--- src/rtl/conv_seq_pkg.sv ---
package conv_seq_pkg;

    localparam int FRAME_BITS = 24;
    localparam int CODE_BITS  = 12;
    localparam int WIDE_BITS  = 16;
    // position of the code inside the 24-bit receive register
    localparam int CODE_LSB   = 3;
    // fall index (0-based) that closes the command byte
    localparam int CMD_LAST_FALL = 7;
    // rise index (0-based) that captures the code LSB
    localparam int CODE_LAST_RISE = 20;

    typedef enum logic [2:0] {
        ST_IDLE,
        ST_LOW,
        ST_HIGH,
        ST_HOLD,
        ST_GAP
    } seq_state_e;

    typedef struct packed {
        logic [2:0] chan;
        logic       unipolar;
        logic       single;
    } conv_cfg_t;

    function automatic logic [7:0] cmd_byte(input conv_cfg_t cfg);
        return {1'b1, cfg.chan, cfg.unipolar, cfg.single, 2'b11};
    endfunction

    function automatic logic [WIDE_BITS-1:0] widen_code(
        input logic [CODE_BITS-1:0] code,
        input logic                 unipolar
    );
        logic fill;
        fill = unipolar ? 1'b0 : code[CODE_BITS-1];
        return {{(WIDE_BITS-CODE_BITS){fill}}, code};
    endfunction

endpackage

--- src/rtl/conv_half_timer.sv ---
module conv_half_timer #(
    parameter int DIV_W = 10
) (
    input  logic             clk,
    input  logic             rst,
    input  logic             run,
    input  logic [DIV_W-1:0] half_i,
    output logic             tick_o
);
    logic [DIV_W-1:0] cnt;

    assign tick_o = run && (cnt == half_i - 1'b1);

    always_ff @(posedge clk) begin
        if (rst || !run || tick_o) cnt <= '0;
        else                      cnt <= cnt + 1'b1;
    end


    half_range_chk: assert property (@(posedge clk) disable iff (rst)
        (run && half_i != '0) |-> (cnt < half_i));

endmodule

--- src/rtl/conv_shifter.sv ---
module conv_shifter #(
    parameter int N = 24
) (
    input  logic         clk,
    input  logic         rst,
    input  logic         load,
    input  logic [N-1:0] load_val,
    input  logic         advance,
    input  logic         capture,
    input  logic         miso_i,
    output logic         mosi_o,
    output logic [N-1:0] rx_o
);
    logic [N-1:0] tx;

    assign mosi_o = tx[N-1];

    always_ff @(posedge clk) begin
        if (rst) begin
            tx   <= '0;
            rx_o <= '0;
        end else begin
            if (load)         tx <= load_val;
            else if (advance) tx <= {tx[N-2:0], 1'b0};
            if (capture)      rx_o <= {rx_o[N-2:0], miso_i};
        end
    end

endmodule

--- src/rtl/conv_deadline.sv ---
module conv_deadline #(
    parameter int LIMIT = 12000
) (
    input  logic clk,
    input  logic rst,
    input  logic clear,
    input  logic open_i,
    input  logic close_i,
    output logic expired_o
);
    localparam int CW = $clog2(LIMIT + 1);

    logic          active;
    logic [CW-1:0] cnt;

    always_ff @(posedge clk) begin
        if (rst || clear) begin
            active    <= 1'b0;
            cnt       <= '0;
            expired_o <= 1'b0;
        end else begin
            if (open_i)       active <= 1'b1;
            else if (close_i) active <= 1'b0;
            if (active && cnt != CW'(LIMIT)) cnt <= cnt + 1'b1;
            if (active && cnt == CW'(LIMIT - 1)) expired_o <= 1'b1;
        end
    end


    idle_count_chk: assert property (@(posedge clk) disable iff (rst)
        (!active && !open_i && !clear) |=> $stable(cnt));


    flag_sticky_chk: assert property (@(posedge clk) disable iff (rst)
        (expired_o && !clear) |=> expired_o);

endmodule

--- src/rtl/conv_sequencer.sv ---
module conv_sequencer
    import conv_seq_pkg::*;
#(
    parameter int DIV_W       = 10,
    parameter int TIMEOUT_CYC = 12000
) (
    input  logic             clk,
    input  logic             rst,
    input  logic             start_i,
    input  logic [2:0]       chan_i,
    input  logic             single_i,
    input  logic             unipolar_i,
    input  logic [DIV_W-1:0] half_div_i,
    input  logic             miso_i,
    output logic             cs_n_o,
    output logic             sclk_o,
    output logic             mosi_o,
    output logic             busy_o,
    output logic             done_o,
    output logic [15:0]      result_o,
    output logic             timeout_o
);
    localparam int BW = $clog2(FRAME_BITS);

    seq_state_e       state;
    conv_cfg_t        cfg_q;
    logic [DIV_W-1:0] half_q;
    logic [BW-1:0]    bit_cnt;
    logic             gap_second;
    logic             tick;
    logic             accept;
    logic             rise_ev;
    logic             fall_ev;
    logic [FRAME_BITS-1:0] rx;
    conv_cfg_t        cfg_in;

    assign cfg_in  = '{chan: chan_i, unipolar: unipolar_i, single: single_i};
    assign accept  = (state == ST_IDLE) && start_i;
    assign rise_ev = (state == ST_LOW)  && tick;
    assign fall_ev = (state == ST_HIGH) && tick;
    assign busy_o  = (state != ST_IDLE);

    conv_half_timer #(.DIV_W(DIV_W)) u_timer (
        .clk    (clk),
        .rst    (rst),
        .run    (state != ST_IDLE),
        .half_i (half_q),
        .tick_o (tick)
    );

    conv_shifter #(.N(FRAME_BITS)) u_shift (
        .clk      (clk),
        .rst      (rst),
        .load     (accept),
        .load_val ({cmd_byte(cfg_in), {(FRAME_BITS-8){1'b0}}}),
        .advance  (fall_ev),
        .capture  (rise_ev),
        .miso_i   (miso_i),
        .mosi_o   (mosi_o),
        .rx_o     (rx)
    );

    conv_deadline #(.LIMIT(TIMEOUT_CYC)) u_deadline (
        .clk       (clk),
        .rst       (rst),
        .clear     (accept),
        .open_i    (fall_ev && bit_cnt == BW'(CMD_LAST_FALL)),
        .close_i   (rise_ev && bit_cnt == BW'(CODE_LAST_RISE)),
        .expired_o (timeout_o)
    );

    always_ff @(posedge clk) begin
        if (rst) begin
            state      <= ST_IDLE;
            cfg_q      <= '0;
            half_q     <= DIV_W'(1);
            bit_cnt    <= '0;
            gap_second <= 1'b0;
            cs_n_o     <= 1'b1;
            sclk_o     <= 1'b0;
            done_o     <= 1'b0;
            result_o   <= '0;
        end else begin
            done_o <= 1'b0;
            unique case (state)
                ST_IDLE: if (start_i) begin
                    cfg_q   <= cfg_in;
                    half_q  <= (half_div_i == '0) ? DIV_W'(1) : half_div_i;
                    bit_cnt <= '0;
                    cs_n_o  <= 1'b0;
                    state   <= ST_LOW;
                end
                ST_LOW: if (tick) begin
                    sclk_o <= 1'b1;
                    state  <= ST_HIGH;
                end
                ST_HIGH: if (tick) begin
                    sclk_o <= 1'b0;
                    if (bit_cnt == BW'(FRAME_BITS - 1)) state <= ST_HOLD;
                    else begin
                        bit_cnt <= bit_cnt + 1'b1;
                        state   <= ST_LOW;
                    end
                end
                ST_HOLD: if (tick) begin
                    cs_n_o     <= 1'b1;
                    done_o     <= 1'b1;
                    result_o   <= widen_code(rx[CODE_LSB +: CODE_BITS], cfg_q.unipolar);
                    gap_second <= 1'b0;
                    state      <= ST_GAP;
                end
                ST_GAP: if (tick) begin
                    if (gap_second) state <= ST_IDLE;
                    gap_second <= 1'b1;
                end
                default: state <= ST_IDLE;
            endcase
        end
    end


    idle_clock_low_chk: assert property (@(posedge clk) disable iff (rst)
        cs_n_o |-> !sclk_o);


    mosi_hold_chk: assert property (@(posedge clk) disable iff (rst)
        (sclk_o && $past(sclk_o)) |-> $stable(mosi_o));


    done_single_chk: assert property (@(posedge clk) disable iff (rst)
        done_o |=> !done_o);


    done_with_cs_rise_chk: assert property (@(posedge clk) disable iff (rst)
        done_o |-> ($rose(cs_n_o) && busy_o));


    busy_keeps_cfg_chk: assert property (@(posedge clk) disable iff (rst)
        (busy_o && $past(busy_o)) |-> $stable(cfg_q));

endmodule

--- config.mk ---
export PLATFORM = sky130hd
export DESIGN_NAME = conv_sequencer
export DESIGN_NICKNAME = d
export VERILOG_FILES = /design/src/rtl/conv_seq_pkg.sv /design/src/rtl/conv_half_timer.sv /design/src/rtl/conv_shifter.sv /design/src/rtl/conv_deadline.sv /design/src/rtl/conv_sequencer.sv
export SDC_FILE = /design/constraint.sdc
export NUM_CORES = 1
export LEC_CHECK = 0
export BUFFER_PORTS_ARGS = -buffer_cell sky130_fd_sc_hd__buf_2
export CAP_MARGIN = 20
export CORE_UTILIZATION = 55
export CTS_BUF_LIST = sky130_fd_sc_hd__clkbuf_2 sky130_fd_sc_hd__clkbuf_4 sky130_fd_sc_hd__clkbuf_8
export CTS_CLUSTER_SIZE = 8
export DETAILED_ROUTE_END_ITERATION = 10
export HOLD_SLACK_MARGIN = 0.02
export PLACE_DENSITY = 0.75
export SLEW_MARGIN = 20
export SYNTH_ARGS = -nofsm -noshare
export SYNTH_HDL_FRONTEND = slang
export SYNTH_SLANG_ARGS = --single-unit
--- constraint.sdc ---
create_clock -name clk -period 4.8 [get_ports clk]
set_input_delay 0.48 -clock clk [delete_from_list [all_inputs] [get_ports clk]]
set_output_delay 0.48 -clock clk [all_outputs]
set_load 0.03 [all_outputs]
# After elaboration in Yosys (flattened, before gate mapping)

Index checks and enable logic that the tools add are counted.

Register bits after elaboration: 85
Input port bits: 19
Word-level logic and storage cells: 91

Add/subtract/negate cells: 4
Equality and inequality tests: 17
Muxes and demuxes: 25
Bitwise logic cells: 1
Reduce and logical (&&, ||, !) cells: 29

Operator list:

| cell                                                                  | number |
|---|---|
| 24-bit 2-to-1 mux                                                     | 2 |
| 3-bit 2-to-1 mux                                                      | 6 |
| 5-bit 2-to-1 mux                                                      | 3 |
| 3-bit case mux with 5 select lines                                    | 1 |
| 14-bit by 1-bit adder with 14-bit output, second input constant       | 1 |
| 14-bit equality test, second input constant                           | 1 |
| 14-bit inequality test, second input constant                         | 1 |
| 2-bit inequality test, second input constant                          | 7 |
| 2-bit nonzero test                                                    | 6 |
| 10-bit by 1-bit adder with 10-bit output, second input constant       | 1 |
| 10-bit equality test                                                  | 1 |
| 5-bit equality test, second input constant                            | 2 |
| 10-bit zero test                                                      | 1 |
| 10-bit 2-to-1 mux                                                     | 1 |
| 5-bit case mux with 2 select lines                                    | 1 |
| 10-bit by 1-bit subtractor with 10-bit output, second input constant  | 1 |
| 3-bit AND reduction                                                   | 3 |
| 1-bit logical AND                                                     | 8 |
| 1-bit 2-to-1 mux                                                      | 7 |
| 3-bit by 2-bit equality test with 1-bit output, second input constant | 2 |
| 1-bit case mux with 2 select lines                                    | 3 |
| 6-bit AND reduction                                                   | 1 |
| 5-bit by 1-bit adder with 5-bit output, second input constant         | 1 |
| 5-bit by 3-bit equality test with 1-bit output, second input constant | 1 |
| other kinds (11)                                                      | 14 |

# Longest topological paths before layout

Gate-level depths: netlist (run 1).

Word-level depth: 7
Mapped depth: 14
Gate-level depth less buffers: 9

# Cells and area by module

A second synthesis (run 1) with hierarchy kept.

Cell total of the unflattened synthesis: 572
Area total of the unflattened synthesis: 5138.7 µm²

Modules (own cells, without submodules):

| module          | times used | cells each | area an instance (µm²) | sequential area each (µm²) |
|---|---|---|---|---|
| conv_shifter    | 1          | 184        | 1988.2                 | 960.9 |
| conv_sequencer  | 1          | 193        | 1551.5                 | 720.7 |
| conv_half_timer | 1          | 104        | 845.8                  | 200.2 |
| conv_deadline   | 1          | 91         | 753.2                  | 320.3 |

# Least setup slack after synthesis (run 1)

OpenSTA, ideal clock, no wires.

Path type: register to register
From: register half_q[0]
To: register bit_cnt[3]
Arrival: 2.472 ns
Path slack: 2.257 ns
Cell stages (with the launch flop): 13
Buffers on the path: 3
Period minus slack after synthesis: 2.543 ns
Path through: dfxtp_1 buf_2 inv_1 ha_1 buf_2 o21ai_0 or3_1 a211o_1 o211ai_2 nand4_4 buf_6 or4_1 a21oi_1

Longest elaborated chain between the ends: 5

RTL lines:

| what                                          | line                  | source |
|---|---|---|
| start, declared                               | conv_sequencer.sv:27  | `logic [DIV_W-1:0] half_q;` |
| start signal, assigned                        | conv_sequencer.sv:88  | `half_q <= (half_div_i == '0) ? DIV_W'(1) : half_div_i;` |
| 10-bit by 1-bit subtractor with 10-bit output | conv_half_timer.sv:12 | `assign tick_o = run && (cnt == half_i - 1'b1);` |
| 10-bit equality test                          | conv_half_timer.sv:12 |  |
| 1-bit logical AND                             | conv_half_timer.sv:12 |  |
| 2-bit inequality test (no source line)        | --                    |  |
| 4-bit AND reduction (no source line)          | --                    |  |
| end signal, assigned                          | conv_sequencer.sv:101 | `bit_cnt <= bit_cnt + 1'b1;` |
| end, declared                                 | conv_sequencer.sv:28  | `logic [BW-1:0] bit_cnt;` |

Every way passes these cells.
A chain may end at the register's enable or synchronous reset.

# Worst setup path in the final report (run 1)

From: register half_q[0]
To: register result_o[12]

Longest elaborated chain between the ends: 4

RTL lines:

| what                                          | line                  | source |
|---|---|---|
| 10-bit by 1-bit subtractor with 10-bit output | conv_half_timer.sv:12 |  |
| 10-bit equality test                          | conv_half_timer.sv:12 |  |
| 1-bit logical AND                             | conv_half_timer.sv:12 |  |
| 2-bit AND reduction (no source line)          | --                    |  |
| end signal, assigned                          | conv_sequencer.sv:108 | `result_o <= widen_code(rx[CODE_LSB +: CODE_BITS], cfg_q.unipolar);` |
| end, declared                                 | conv_sequencer.sv:20  | `output logic [15:0] result_o,` |

Every way passes these cells.

==> metrics.yaml, run 1 <==
die:
  initial_utilization_pct: 56.8
  core_region_area_um2: 6790
  die-area_um2: 7350
  io_pins: 41
  die_y_um: 85.8
  num_rows: 30
  die_width_um: 85.8
clock_network:
  clk_pin_slew_ns: 0.09
  holdBufCountCts: 0
  numCtsBuffers: 9
  cts_tree: "yes"
  cts_buffer_depth: 2
  cts_resized: 0
  cts_htree_levels: 3
  clock_latency_ns: 0.36
  ctsRootBufferMaster: "clkbuf_8"
  cts_setup_buffers: 0
  cts_sinks: 85
pwr:
  clock_power_share_pct: 39.3
  pwr-share-seq_pct: 51.1
  peakVddDrop_v: 0.000200
  p_comb_share_pct: 9.6
  finalPower_uw: 1450
  switching_share_pct: 26.1
  power.internal_uw: 1070
  power_density_nw_per_um2: 339
  switchingPower_uw: 379
  p_leak_uw: 0.00185
critical_path:
  cpLargestDelayFamily: "simple AND/OR/NAND/NOR gates"
  cp.arrival_ns: 3.43
  crit_type: "reg -> reg"
  path_cells: "inv_1, ha_1, o21ai_0, or3_1, a211o_1, o211ai_2, nand4_2, or3b_1, a21oi_1"
  rr_worst_depth: 9
  critPathMaxStageDelay_ns: 0.58
  start_kind: "register"
  cp_num_cells: 9
  critPathBufInv: 1
  cp.required_ns: 5.09
  cp_max_fo: 17
  slowest_stage: "nand4_2"
  endpoint_kind: "register"
finish:
  drive_above_1_share_pct: 13.9
  area_delta_synth_final_pct: 11.0
  postLayoutCoreUtil_pct: 63.0
  fillCellCount: 608
  antenna_cells: 0
  seq_area_um2: 1700
  design_area_um2: 4280
  fin_nets: 489
  multi_input_area_um2: 1970
timing:
  setup_tns_ns: 0
  rsz0062_at_grt: "false"
  layout_min_cycle_time_ns: 3.14
  tightest_slew_ns: 0.960
  min_period_over_period_pct: 65.4
  holdWs_ns: 0.365
  skew_ns: 0.0100
  drv_slew: 0
  setup_violations: 0
  finalHoldViolCount: 0
  max_freq_mhz: 319
  relSlewSlack_pct: 36.0
route:
  avgRoutedWirePerCell_um: 13.2
  drt-initial-drc-count: 154
  drtPass1Iterations: 4
  avgViaCountPerCell: 5.44
  route.vias.total: 3073
  wl_um: 7450
  drc_errors: 0
  antenna_left: 0
synthesis:
  avgSynthCellArea_um2: 8.79
  ys.flop_type: "dfxtp_1"
  synth-seq-area-share_pct: 44.1
  synth.top_cell.area_share_pct: 44.1
  yosysTopAreaCell: "dfxtp_1"
  synth_nets: 464
  synth_area_leaders: "dfxtp_1, mux2i_1, nor2_1"
  syn-cell-area_um2: 3860
  synth_cell_types: 51
  synthArstFlopShare_pct: 0
  ys_warn_count: 0
  syn_inst: 439
  synth-edff-count: 0
  ys_ff_latch: 85
global_route:
  grt_max_degree: 55
  grt_pass1_vias: 2900
  track_usage_pct: 22.2
  grt_overflow_total: 0
  antenna_found_initial: 0
  grt_pass1_wl_um: 12900
placed_design:
  globalplace.congestion: 0.970
  hpwl_um: 5270
  io_buffers: 40
  placed_area_um2: 4050
status:
  status: "complete, no violations"
run:
  drv_cap: 0
worst_hold_path:
  whs_path_depth: 3
  hold_path.class: "in -> reg"
==> tightest hold or removal path: cells and delay by family <==
family,cells,cell delay [ns]
AND/OR/NAND/NOR,1,0.07
buffers and inverters,1,0.08
multiplexers,1,0.06
==> routing by layer <==
layer | part of all wire (%) | wire length (µm) | vias up | global-route usage [%]
li1 | - | - | 1565 | -
met3 | 4.3 | 323 | 14 | 5.00
met1 | 47 | 3510 | 1444 | 27.8
met5 | 0 | 0 | - | 0
met4 | 2.2 | 161 | 0 | 12.0
met2 | 46 | 3450 | 50 | 35.6
==> metrics by stage <==
| stage | setup WS [ns] | cells |
|---|---|---|
| final | 1.66 | 565 |
| after detailed placement | 1.61 | 549 |
| after global placement | 1.76 | 549 |
| after global routing | 1.41 | 565 |
| after floorplan | 2.26 | 439 |
| after CTS | 1.62 | 565 |
==> cells in the mapped netlist (2+ instances only) <==
master	instances
a21oi_1	23
nor4_1	5
xor2_1	12
a311oi_1	2
inv_1	15
o2111ai_1	2
nand4b_1	2
buf_2	5
buf_4	4
mux2i_1	30
nor2b_1	2
clkbuf_1	14
o211ai_1	2
nand3_1	17
or3b_1	2
o21ai_0	12
nand2b_1	2
ha_1	6
a21o_1	2
xnor2_1	17
or4_1	3
or3_1	5
a211oi_1	3
nor3_1	6
nand4_2	2
buf_1	2
o2bb2ai_1	4
nand4_1	4
nand2_1	37
nor2_1	74
and3_1	13
dfxtp_1	85
a31oi_1	6
a21boi_0	2
==> final cells by class <==
class	count	share of cell area, %
well taps	96	2.81
repair buffers	40	4.68
inverters	15	1.32
clock buffers	9	2.89
flip-flops and latches	85	39.7
multi-input cells	313	46.1
clock inverters	7	2.45
==> flip-flops by register name, indices dropped and copies added, names as in the netlist <==
name,count
bit_cnt,5
u_shift.rx_o,15
cfg_q,1
gap_second,1
done_o,1
u_deadline.expired_o,1
sclk_o,1
u_timer.cnt,10
u_shift.tx,8
state,3
cs_n_o,1
half_q,10
result_o,13
u_deadline.cnt,14
u_deadline.active,1
==> final timing paths <==
path | start | slack, ns | end
hold / removal | miso_i | 0.36 | u_shift.rx_o[0]
setup / recovery | half_q[0] | 1.66 | result_o[12]
setup reg to reg | half_q[0] | 1.66 | result_o[12]
hold reg to reg | u_shift.tx[17] | 0.46 | u_shift.tx[18]
==> cell families (layout without fill, tap and decap cells) <==
| kind of cell | count (synthesis) | in the layout | share of synthesized area, % |
|---|---|---|---|
| compound gates | 67 | 67 | 11.4 |
| xor+xnor | 30 | 30 | 7.20 |
| fa+ha+maj | 6 | 6 | 1.95 |
| buf+inv | 41 | 71 | 4.73 |
| flops | 85 | 85 | 44.1 |
| mux | 30 | 30 | 7.78 |
| simple gates | 180 | 180 | 22.8 |
==> power groups by stage <==
| stage | combinational, µW | clock (µW) | sequential (µW) |
|---|---|---|---|
| 6_report | 139 | 571 | 741 |
| 5_1_grt | 156 | 612 | 744 |
| 4_1_cts | 140 | 583 | 741 |
| 3_5_place_dp | 139 | 0 | 758 |
| 3_3_place_gp | 138 | 0 | 757 |
| 2_1_floorplan | 109 | 0 | 754 |
==> layout by cell type, fill, tap and decap left out, types with 5 or more instances in the layout <==
master | Yosys | final
a21oi_1 | 23 | 23
inv_1 | 15 | 15
nand2_1 | 37 | 37
nor4_1 | 5 | 5
nor2_1 | 74 | 74
buf_2 | 5 | 40
xor2_1 | 12 | 12
clkbuf_8 | 0 | 9
nand3_1 | 17 | 17
a31oi_1 | 6 | 6
and3_1 | 13 | 13
mux2i_1 | 30 | 30
or3_1 | 5 | 5
xnor2_1 | 17 | 17
ha_1 | 6 | 6
o21ai_0 | 12 | 12
dfxtp_1 | 85 | 85
nor3_1 | 6 | 6
(Power assumes the default switching activity.)
==> run 2: changes to the inputs <==
--- a/config.mk
+++ b/config.mk
@@ -12,7 +12,7 @@
 export CTS_CLUSTER_SIZE = 8
 export DETAILED_ROUTE_END_ITERATION = 10
 export HOLD_SLACK_MARGIN = 0.02
-export PLACE_DENSITY = 0.75
+export PLACE_DENSITY = 0.78
 export SLEW_MARGIN = 20
 export SYNTH_ARGS = -nofsm -noshare
 export SYNTH_HDL_FRONTEND = slang
==> constraint.sdc (replaced) <==
create_clock -name clk -period 2.68 [get_ports clk]
set_input_delay 0.268 -clock clk [delete_from_list [all_inputs] [get_ports clk]]
set_output_delay 0.268 -clock clk [all_outputs]
set_load 0.03 [all_outputs]
==> metrics.yaml, run 2 (synthesis results as in run 1) <==
status:
  status: "complete, no violations"  # unchanged
clock_network:
  clock_latency_ns: 0.36  # about the same
  ctsRootBufferMaster: "clkbuf_8"  # unchanged
  cts_htree_levels: 3  # unchanged
  cts_sinks: 85  # unchanged
  holdBufCountCts: 0  # unchanged
  numCtsBuffers: 9  # unchanged
  clk_pin_slew_ns: 0.10  # was 0.09 ns
  cts_tree: "yes"  # unchanged
  cts_buffer_depth: 2  # unchanged
  cts_resized: 0  # unchanged
  cts_setup_buffers: 0  # unchanged
timing:
  min_period_over_period_pct: 92.7  # was 65.4%
  setup_violations: 0  # unchanged
  skew_ns: 0.00920  # was 0.0100 ns
  drv_slew: 0  # unchanged
  rsz0062_at_grt: "false"  # unchanged
  finalHoldViolCount: 0  # unchanged
  tightest_slew_ns: 0.594  # was 0.960 ns
  setup_tns_ns: 0  # unchanged
  max_freq_mhz: 403  # was 319 MHz
  layout_min_cycle_time_ns: 2.48  # was 3.14 ns
  worst_slack_ns: 0.197  # was 1.66 ns
  relSlewSlack_pct: 60.3  # was 36.0%
finish:
  mostFrequentLayoutCells: "dfxtp_1, nor2_1, buf_2, nand2_1, mux2i_1"  # unchanged
  antenna_cells: 0  # unchanged
  reg.largest.list: "u_shift.rx_o x15, u_deadline.cnt x14, result_o x13"  # unchanged
  regMostFlops: "u_shift.rx_o"  # unchanged
  final_common_cell: "dfxtp_1"  # unchanged
  area_delta_synth_final_pct: 12.3  # was 11.0%
  fillCellCount: 575  # was 608
  drive_above_1_share_pct: 15.9  # was 13.9%
  fin_nets: 499  # was 489
  largest_reg_flops: 15  # unchanged
critical_path:
  timing.rr.end: "bit_cnt[2]"  # was result_o[12]
  critPathMaxStageDelay_ns: 0.46  # was 0.58 ns
  crit_type: "reg -> reg"  # unchanged
  start_kind: "register"  # unchanged
  cp.arrival_ns: 2.74  # was 3.43 ns
  critPathBufInv: 1  # unchanged
  cp.required_ns: 2.94  # was 5.09 ns
  rr_worst_depth: 9  # unchanged
  cpLargestDelayFamily: "simple AND/OR/NAND/NOR gates"  # unchanged
  path_cells: "inv_1, ha_1, o21ai_0, or3_1, a211o_1, o211ai_2, nand4_4, or4_1, and3_1"  # was inv_1, ha_1, o21ai_0, or3_1, a211o_1, o211ai_2, nand4_2, or3b_1, a21oi_1
  slowest_stage: "or4_1"  # was nand4_2
  rrSetupSlack_ns: 0.20  # was 1.66 ns
  worstReg2RegStart: "half_q[0]"  # unchanged
  endpoint_kind: "register"  # unchanged
  cp_max_fo: 12  # was 17
global_route:
  track_usage_pct: 21.7  # was 22.2%
  grt_max_degree: 54  # was 55
  grt_pass1_wl_um: 12600  # was 12900 µm
  grt_pass1_vias: 2811  # was 2900
  grt_overflow_total: 0  # unchanged
  antenna_found_initial: 0  # unchanged
pwr:
  switching_share_pct: 27.4  # was 26.1%
  power.internal_uw: 1840  # was 1070 µW
  clock_power_share_pct: 37.2  # was 39.3%
  peakVddDrop_v: 0.000369  # was 0.000200 V
  p_leak_uw: 0.00189  # was 0.00185 µW
  finalPower_uw: 2540  # was 1450 µW
  switchingPower_uw: 695  # was 379 µW
  power_density_nw_per_um2: 585  # was 339 nW/µm²
  p_comb_share_pct: 10.5  # was 9.6%
  pwr-share-seq_pct: 52.2  # was 51.1%
worst_hold_path:
  whs_path_depth: 3  # unchanged
  hold_path.class: "in -> reg"  # unchanged
  hold_end: "u_shift.rx_o[0]"  # unchanged
  hp-start: "miso_i"  # unchanged
die:
  die_y_um: 85.8  # unchanged
  die_width_um: 85.8  # unchanged
  die-area_um2: 7350  # unchanged
  io_pins: 41  # unchanged
  initial_utilization_pct: 56.8  # unchanged
  core_region_area_um2: 6790  # unchanged
  num_rows: 30  # unchanged
route:
  antenna_left: 0  # unchanged
  highest_layer: "met4"  # unchanged
  met2_length_um: 3570  # was 3450 µm
  wl_met3_um: 272  # was 323 µm
  drtPass1Iterations: 4  # unchanged
  wl_um: 7480  # was 7450 µm
  drt-initial-drc-count: 215  # was 154
  avgViaCountPerCell: 5.32  # was 5.44
  route.vias.total: 3061  # was 3073
  met1Wirelength_um: 3540  # was 3510 µm
  avgRoutedWirePerCell_um: 13.0  # was 13.2 µm
  drc_errors: 0  # unchanged
placed_design:
  globalplace.congestion: 0.875  # was 0.970
  hpwl_um: 5240  # was 5270 µm
  io_buffers: 40  # unchanged
  pre_cts_slack_ns: 0.170  # was 1.61 ns
run:
  drv_cap: 0  # unchanged
run 2: changes by cell type in the layout (fill, tap and decap cells not counted), sizes merged:
cell and delta:
buf +10, clkinvlp -1, clkinv +2, bufinv -1
run 2: power groups by stage:
stage | sequential, µW | combinational (µW) | clock (µW)
6_report | 1320 | 267 | 944
5_1_grt | 1330 | 296 | 1020
4_1_cts | 1320 | 267 | 956
3_5_place_dp | 1350 | 267 | 0
3_3_place_gp | 1350 | 262 | 0
2_1_floorplan | 1350 | 196 | 0
run 2: per-layer routing:
metal | global-route usage, % | up-vias
met3 | 5.39 | 12
met2 | 35.6 | 55
met1 | 28.1 | 1405
li1 | - | 1589
met4 | 7.12 | 0
met5 | 0 | -
run 2: cell type report:
type                            count  area [µm²]  share of cell area, %
Timing Repair Buffer               50         275                   6.35
Multi-Input combinational cell    313        1980                   45.6
Tap cell                           96         120                   2.77
Clock inverter                      7        81.3                   1.88
Inverter                           15        56.3                   1.30
Sequential cell                    85        1700                   39.3
Clock buffer                        9         124                   2.86
run 2: worst max-delay path by stage:
stage,startpoint,cells past startpoint,slack [ns],end
2_1_floorplan,half_q[0],12,0.14,bit_cnt[3]
3_3_place_gp,half_q[0],10,0.27,bit_cnt[2]
3_5_place_dp,half_q[0],10,0.17,bit_cnt[2]
4_1_cts,half_q[0],10,0.16,bit_cnt[3]
5_1_grt,half_q[1],9,0.02,bit_cnt[3]
6_report,half_q[0],9,0.20,bit_cnt[2]
run 2: through the flow:
step           utilization, %  area, µm²  hold WS [ns]  instances
2_1_floorplan               -       3860         0.404        439
3_3_place_gp             60.8       4130         0.438        559
3_5_place_dp             60.8       4130         0.444        559
4_1_cts                  63.8       4330         0.130        575
5_1_grt                  63.8       4330         0.127        575
6_report                 63.8       4330         0.136        575
run 2: worst min-delay path, delay by kind of cell:
kind                   cells  cell delay [ns]
AND/OR/NAND/NOR            1             0.08
buffers and inverters      1             0.07
multiplexers               1             0.05
==> run 3: changes to the inputs <==
--- a/config.mk
+++ b/config.mk
@@ -6,7 +6,6 @@
 export NUM_CORES = 1
 export LEC_CHECK = 0
 export BUFFER_PORTS_ARGS = -buffer_cell sky130_fd_sc_hd__buf_2
-export CAP_MARGIN = 20
 export CORE_UTILIZATION = 55
 export CTS_BUF_LIST = sky130_fd_sc_hd__clkbuf_2 sky130_fd_sc_hd__clkbuf_4 sky130_fd_sc_hd__clkbuf_8
 export CTS_CLUSTER_SIZE = 8
==> constraint.sdc (replaced) <==
create_clock -name clk -period 2.68 [get_ports clk]
set_input_delay 0.134 -clock clk [delete_from_list [all_inputs] [get_ports clk]]
set_output_delay 0.134 -clock clk [all_outputs]
set_load 0.03 [all_outputs]
==> metrics.yaml, run 3 (synthesis results as in run 1) <==
timing:
  skew_ns: 0.00857  # was 0.00920 ns
  layout_min_cycle_time_ns: 2.48  # about the same
  tightest_slew_ns: 0.599  # was 0.594 ns
  drv_slew: 0  # unchanged
  finalHoldViolCount: 0  # unchanged
  min_period_over_period_pct: 92.6  # was 92.7%
  max_freq_mhz: 403  # about the same
  setup_tns_ns: 0  # unchanged
  relSlewSlack_pct: 60.0  # was 60.3%
  setup_violations: 0  # unchanged
  rsz0062_at_grt: "false"  # unchanged
placed_design:
  hpwl_um: 5240  # unchanged
  io_buffers: 40  # unchanged
  globalplace.congestion: 0.875  # unchanged
pwr:
  clock_power_share_pct: 37.1  # was 37.2%
  p_leak_uw: 0.00190  # was 0.00189 µW
  power.internal_uw: 1840  # about the same
  switchingPower_uw: 694  # was 695 µW
  peakVddDrop_v: 0.000372  # was 0.000369 V
  finalPower_uw: 2540  # about the same
  switching_share_pct: 27.4  # about the same
  power_density_nw_per_um2: 581  # was 585 nW/µm²
  pwr-share-seq_pct: 52.2  # about the same
  p_comb_share_pct: 10.7  # was 10.5%
route:
  wl_um: 7530  # was 7480 µm
  drc_errors: 0  # unchanged
  avgRoutedWirePerCell_um: 13.0  # about the same
  avgViaCountPerCell: 5.35  # was 5.32
  drtPass1Iterations: 5  # was 4
  antenna_left: 0  # unchanged
  drt-initial-drc-count: 225  # was 215
  route.vias.total: 3090  # was 3061
finish:
  area_delta_synth_final_pct: 13.1  # was 12.3%
  largest_reg_flops: 15  # unchanged
  regMostFlops: "u_shift.rx_o"  # unchanged
  drive_above_1_share_pct: 15.8  # was 15.9%
  fin_nets: 502  # was 499
  multi_input_area_um2: 1980  # unchanged
  reg.largest.list: "u_shift.rx_o x15, u_deadline.cnt x14, result_o x13"  # unchanged
  antenna_cells: 0  # unchanged
  mostFrequentLayoutCells: "dfxtp_1, nor2_1, buf_2, nand2_1, mux2i_1"  # unchanged
  fillCellCount: 573  # was 575
  seq_area_um2: 1700  # unchanged
  final_common_cell: "dfxtp_1"  # unchanged
run:
  drv_cap: 0  # unchanged
worst_hold_path:
  hold_end: "half_q[1]"  # was u_shift.rx_o[0]
  hold_path.class: "in -> reg"  # unchanged
  hp-start: "half_div_i[1]"  # was miso_i
  whs_path_depth: 3  # unchanged
critical_path:
  rr_worst_depth: 9  # unchanged
  start_kind: "register"  # unchanged
  endpoint_kind: "register"  # unchanged
  cp_max_fo: 12  # unchanged
  worstReg2RegStart: "half_q[1]"  # was half_q[0]
  cp.arrival_ns: 2.74  # about the same
  rrSetupSlack_ns: 0.20  # about the same
  timing.rr.end: "bit_cnt[2]"  # unchanged
  cp.required_ns: 2.94  # about the same
  crit_type: "reg -> reg"  # unchanged
global_route:
  grt_overflow_total: 0  # unchanged
  antenna_found_initial: 0  # unchanged
  grt_max_degree: 54  # unchanged
  grt_pass1_vias: 2823  # was 2811
  track_usage_pct: 21.8  # was 21.7%
  grt_pass1_wl_um: 12700  # was 12600 µm
die:
  die_width_um: 85.8  # unchanged
  initial_utilization_pct: 56.8  # unchanged
  die_y_um: 85.8  # unchanged
  num_rows: 30  # unchanged
  io_pins: 41  # unchanged
  core_region_area_um2: 6790  # unchanged
  die-area_um2: 7350  # unchanged
clock_network:
  clk_pin_slew_ns: 0.09  # was 0.10 ns
  cts_htree_levels: 3  # unchanged
  ctsRootBufferMaster: "clkbuf_8"  # unchanged
  cts_sinks: 85  # unchanged
  cts_tree: "yes"  # unchanged
  cts_buffer_depth: 2  # unchanged
  numCtsBuffers: 9  # unchanged
  cts_setup_buffers: 0  # unchanged
  clock_latency_ns: 0.36  # about the same
status:
  status: "complete, no violations"  # unchanged
-- run 3: cell types whose count changed in the layout (fill, tap and decap cells not counted), sizes merged --
cell / before / now
dlygate4sd3: 0 / 3
-- run 3: worst max-delay path by stage --
stage | startpoint | end | slack [ns] | cells past startpoint
floorplan | half_q[0] | bit_cnt[3] | 0.14 | 12
global placement | half_q[0] | bit_cnt[2] | 0.27 | 10
detailed placement | half_q[0] | bit_cnt[2] | 0.17 | 10
CTS | half_q[0] | bit_cnt[3] | 0.16 | 10
global route | half_q[1] | bit_cnt[3] | 0.02 | 9
finish | half_q[1] | bit_cnt[2] | 0.20 | 9
-- run 3: power groups by stage --
stage	clock (µW)	combinational [µW]	sequential [µW]
finish	942	271	1320
global route	1020	300	1330
CTS	956	270	1320
detailed placement	0	267	1350
global placement	0	262	1350
floorplan	0	196	1350
-- run 3: layout make-up --
type	instances	share of cell area [%]
multi-input cells	313	45.3
flip-flops and latches	85	39.0
repair buffers	53	7.00
clock buffers	9	2.84
well taps	96	2.75
clock inverters	7	1.86
inverters	15	1.29
-- run 3: routing by layer --
layer	global-route usage [%]	up-vias	part of all wire, %
li1	-	1594	-
met1	28.1	1431	47
met2	35.9	52	48
met3	5.39	13	3.3
met4	7.12	0	1.4
met5	0	-	0
-- run 3: critical path: stages, from the launching register on --
cell	delay (ns)
dfxtp_1	0.32
inv_1	0.05
ha_1	0.23
o21ai_0	0.14
or3_1	0.31
a211o_1	0.31
o211ai_2	0.16
nand4_4	0.22
or4_1	0.46
and3_1	0.19
-- run 3: repair_timing --
action,CTS,global route
resized for setup,0,1
endpoints found under the hold margin,2,1
hold buffers,2,1
endpoints found under the setup margin,0,4
-- run 3: through the flow --
stage | utilization, % | area [µm²] | cells | hold WS, ns | setup slack, ns
after floorplan | - | 3860 | 439 | 0.270 | 0.137
after global placement | 60.8 | 4130 | 559 | 0.370 | 0.272
after detailed placement | 60.8 | 4130 | 559 | 0.378 | 0.170
after CTS | 64.1 | 4350 | 577 | 0.0225 | 0.156
after global routing | 64.2 | 4360 | 578 | 0.0226 | 0.0198
final | 64.2 | 4360 | 578 | 0.0305 | 0.197
